File: src/rtl/e1_quad_mux.sv
module e1_quad_mux (
  input  logic       clk,
  input  logic       rst_n,
  input  logic       sync_wide,
  output logic       fetch_req,
  output logic [1:0] fetch_ch,
  output logic [4:0] fetch_slot,
  input  logic       fetch_vld,
  input  logic [7:0] fetch_octet,
  input  logic [3:0] fetch_abcd,
  output logic       ser_out,
  output logic       sig_out,
  output logic       sync_out
);
  localparam int PW         = 11;
  localparam int FRAME_LAST = (1 << PW) - 1;
  localparam logic [PW-1:0] RST_POS = PW'(FRAME_LAST - 8);

  logic [PW-1:0] pos;
  logic [7:0]    oct_q [4];
  logic [3:0]    abcd_q [4];
  logic [7:0]    stg_oct;
  logic [3:0]    stg_abcd;
  logic          armed, tail_seen;

  wire [7:0] grp_nxt   = pos[PW-1:3] + 8'd1;
  wire       nxt_head  = ~grp_nxt[2];
  wire       grp_end   = (pos[2:0] == 3'd7);
  wire       half      = pos[5];
  wire [1:0] ch        = pos[4:3];
  wire [1:0] pair      = pos[2:1];
  wire [2:0] bsel      = 3'd7 - {half, pair};

  wire tail_win = sync_wide ? (pos >= PW'(FRAME_LAST - 1)) : (pos == PW'(FRAME_LAST));
  wire head_win = sync_wide ? (pos <= PW'(1)) : (pos == '0);
  wire tail_on  = armed & tail_win;

  assign fetch_req  = (pos[2:0] == 3'd0) & nxt_head;
  assign fetch_ch   = grp_nxt[1:0];
  assign fetch_slot = grp_nxt[7:3];
  assign ser_out    = oct_q[ch][bsel];
  assign sig_out    = half & abcd_q[ch][2'd3 - pair];
  assign sync_out   = tail_on | (tail_seen & head_win);

  always_ff @(posedge clk or negedge rst_n) begin
    if (!rst_n) begin
      pos       <= RST_POS;
      armed     <= 1'b0;
      tail_seen <= 1'b0;
      stg_oct   <= '0;
      stg_abcd  <= '0;
      for (int i = 0; i < 4; i++) begin
        oct_q[i]  <= '0;
        abcd_q[i] <= '0;
      end
    end else begin
      pos <= pos + PW'(1);
      if (pos == PW'(FRAME_LAST)) begin
        armed     <= 1'b1;
        tail_seen <= tail_on;
      end
      if (fetch_vld) begin
        stg_oct  <= fetch_octet;
        stg_abcd <= fetch_abcd;
      end
      if (grp_end && nxt_head) begin
        oct_q[grp_nxt[1:0]]  <= fetch_vld ? fetch_octet : stg_oct;
        abcd_q[grp_nxt[1:0]] <= fetch_vld ? fetch_abcd  : stg_abcd;
      end
    end
  end
endmodule


File: config.mk
export PLATFORM = sky130hd
export DESIGN_NAME = e1_quad_mux
export DESIGN_NICKNAME = d
export VERILOG_FILES = /design/src/rtl/e1_quad_mux.sv
export SDC_FILE = /design/constraint.sdc
export NUM_CORES = 1
export LEC_CHECK = 0
export BUFFER_PORTS_ARGS = -buffer_cell sky130_fd_sc_hd__buf_2
export CORE_MARGIN = 10
export CORE_UTILIZATION = 54
export DETAILED_ROUTE_END_ITERATION = 10
export GPL_TIMING_DRIVEN = 0
export PLACE_DENSITY = 0.76
export SKIP_LAST_GASP = 1
export SYNTH_ARGS = -nofsm -noshare
export SYNTH_HDL_FRONTEND = slang
export SYNTH_SLANG_ARGS = --single-unit
File: constraint.sdc
create_clock -name clk -period 2 [get_ports clk]
set_input_delay 0 -clock clk [delete_from_list [all_inputs] [get_ports clk]]
set_output_delay 0 -clock clk [all_outputs]
set_load 0.02 [all_outputs]
==> impl_metrics.env <==
export IMPL_status="complete, but fails checks"
export IMPL_violations="negative setup slack"
export IMPL_fin_skew_ns=0.00720
export IMPL_synthDistinctLibCells=35
export IMPL_critPathBufInv=2
export IMPL_synth_area_um2=3440
export IMPL_viasPerCell=5.70
export IMPL_core_area_um2=6280
export IMPL_num_rows=29
export IMPL_async_reset_ff_share_pct=100
export IMPL_synth_edf_count=0
export IMPL_r2r_start="pos[3]$_DFF_PN0_"
export IMPL_path_cells="buf_6 -> mux4_2 -> mux4_2 -> and2_4 -> buf_6"
export IMPL_crit_arrival_ns=2.17
export IMPL_drt_total_wl_um=8080
export IMPL_worstSetupEndpointType="output port"
export IMPL_finalCriticalPeriod_ns=2.17
export IMPL_r2r_cells=9
export IMPL_first_iter_violations=169
export IMPL_yosys_area_top_type="dfrtp_1"
export IMPL_critPathTopFamily="multiplexers"
export IMPL_dp_slack_ns=-0.282
export IMPL_clockRootBuffer="clkbuf_8"
export IMPL_cts_htree_levels=3
export IMPL_timing_fmax_mhz=462
export IMPL_r2r_slack_ns=0.12
export IMPL_clk_latency_ns=0.36
export IMPL_met1_usage_pct=21.6
export IMPL_io_pins=27
export IMPL_worst_setup_hold_path_clk_slew_ns=0.08
export IMPL_crit_path_start="pos[3]$_DFF_PN0_"
export IMPL_ant_nets=0
export IMPL_place_hpwl_um=5170
export IMPL_worst_slack_ns=-0.165
export IMPL_fin_crit_sh_pct=108
export IMPL_via_count=2620
export IMPL_grt_overflow_total=0
export IMPL_worst_path_stages=5
export IMPL_use_met3_pct=4.19
export IMPL_ys_ff_latch=73
export IMPL_synth_nets=355
export IMPL_wire_per_inst_um=17.6
export IMPL_drc_errors=0
export IMPL_start_util_pct=54.8
export IMPL_cts_tree="done"
export IMPL_ir_drop_mv=0.636
export IMPL_hold_class="in -> reg"
export IMPL_clock_sinks=73
export IMPL_gp_congestion=0.840
export IMPL_cp_max_fo=5
export IMPL_grt_usage_pct=16.6
export IMPL_ys_seq_area_share_pct=53.4
export IMPL_die_area_um2=9970
export IMPL_use_met2_pct=25.0
export IMPL_grt_start_max_net_pins=74
export IMPL_first_pass_iters=4
export IMPL_grt_pass1_wl_um=13200
export IMPL_syn_inst=329
export IMPL_syn_avg_cell_area_um2=10.5
export IMPL_setup_tns_ns=-0.371
export IMPL_drive_above_1_share_pct=24.0
export IMPL_ys_warnings_count=0
export IMPL_grt_pass1_vias=2631
export IMPL_slowest_delay_ns=0.51
export IMPL_die_w_um=99.8
export IMPL_clockBufferDepth=2
export IMPL_io_buffers=26
export IMPL_finalSetupViolCount=4
export IMPL_crit_slowest_cell="mux4_2"
export IMPL_num_nets_final=404
export IMPL_relSlewSlack_pct=39.0
export IMPL_cp_start_kind="flip-flop"
export IMPL_r2r_end="abcd_q[10]$_DFFE_PN0P_"
export IMPL_antenna_found_initial=0
export IMPL_diodes=0
export IMPL_slew_violations=0
export IMPL_synth_top_area_share_pct=45.8
export IMPL_worstPathRequired_ns=2.00
export IMPL_worst_pin_slew_ns=0.915
export IMPL_busiest_layer="met2"
export IMPL_yosys_most_used_dff="dfrtp_1"
export IMPL_areaGrowthSynthToFinish_pct=21.6
export IMPL_die_y_um=99.8
export IMPL_path_class="reg -> out"
export IMPL_grt_setup_unrepaired="yes"
export IMPL_place_inst=432
export IMPL_yosysMostFrequentCell="dfrtp_1"
export IMPL_synth_common_cells="63 x dfrtp_1, 54 x nor2_1, 50 x a21oi_1, 29 x mux2i_1, 19 x inv_1"
export IMPL_synth_area_leaders="dfrtp_1 46%, mux2i_1 8.4%, dfstp_2 7.6%, a21oi_1 7.3%, nor2_1 5.9%"
export IMPL_final_cells=460
export IMPL_max_cap_violations=0
export IMPL_leakage_nw=2.03
export IMPL_hold_viol=0
export IMPL_powerDensity_nw_per_um2=769
export IMPL_cts_inserted_buffers=9
export IMPL_crit_path_end="sig_out"
## sequential cells by signal, indices dropped and copies added, names as in the netlist
register   cells
stg_oct        8
pos           11
armed          1
oct_q         32
stg_abcd       4
abcd_q        16
tail_seen      1
## power breakdown
part	internal, mW	switching, mW
clock network	0.766	0.568
registers	1.57	0.0445
logic	0.122	0.146
## timing repair
action	CTS	global route
gates cloned	0	1
setup endpoints to repair	56	45
resized for setup	36	15
buffers inserted	4	0
endpoints found under the hold margin	75	0
hold buffers	13	0
## metal layers
metal,routed length (um),vias up
li1,-,1210
met5,0,-
met2,3880,71
met1,3540,1328
met3,508,11
met4,157,0
## logic make-up (layout without fill, tap and decap cells)
group,count (synthesis),in the layout,share of synthesized area (%)
adders and majority gates,10,10,3.64
buffers and inverters,42,96,5.23
muxes,35,35,12.4
xor gates and xnor gates,14,14,3.56
AOI/OAI and AO/OA,61,61,9.67
DFF,73,73,53.4
and+or+nand+nor,94,94,12.1
## through the flow
stage          hold WS (ns)  cell area [um2]  power, mW  utilization (%)
2_1_floorplan        -0.296             3440       1.79                -
5_1_grt              0.0563             4190       3.33             66.7
3_5_place_dp          0.189             3670       1.88             58.5
4_1_cts              0.0141             4130       3.24             65.8
3_3_place_gp          0.318             3670       1.87             58.4
6_report             0.0331             4190       3.22             66.7
## cell type report
class	count	area [um2]
Tap cell	77	96.3
Clock inverter	5	77.6
Fill cell	485	2090
Multi-Input combinational cell	214	1450
Sequential cell	73	1840
Clock buffer	11	151
Buffer	17	164
Inverter	19	71.3
Timing Repair Buffer	44	333
## layout by cell type, fill, tap and decap left out, types with 2 or more instances in the layout
cell type and n:
buf_6 4, ha_1 9, nor4_1 2, and3_2 3, nand4_1 2, xnor2_2 2, clkinv_2 2, a22oi_1 4
nor2_1 53, a21oi_1 50, buf_4 15, dlygate4sd3_1 13, dfstp_2 10, nor3_1 3, o21ai_0 2, mux2i_1 29
buf_2 23, inv_2 2, xnor2_1 7, inv_1 17, bufinv_16 2, xor2_1 5, buf_12 3, nand3_1 13
dfrtp_1 63, clkbuf_8 11, mux4_2 5, nand2_1 8
## tightest hold or removal path: stages
cell,delay (ns)
buf_2,0.12
mux2i_1,0.16
inv_1,0.09
## worst min path at each step
stage / cells past startpoint / start / endpoint
floorplan: 0 / rst_n / abcd_q[0]$_DFFE_PN0P_
global placement: 3 / fetch_octet[4] / stg_oct[4]$_DFF_PN0_
detailed placement: 1 / rst_n / pos[3]$_DFF_PN0_
CTS: 3 / fetch_vld / stg_abcd[3]$_DFF_PN0_
global route: 3 / fetch_vld / stg_abcd[3]$_DFF_PN0_
finish: 3 / fetch_vld / stg_abcd[3]$_DFF_PN0_
No activity file was read; power rests on OpenSTA's default activity.
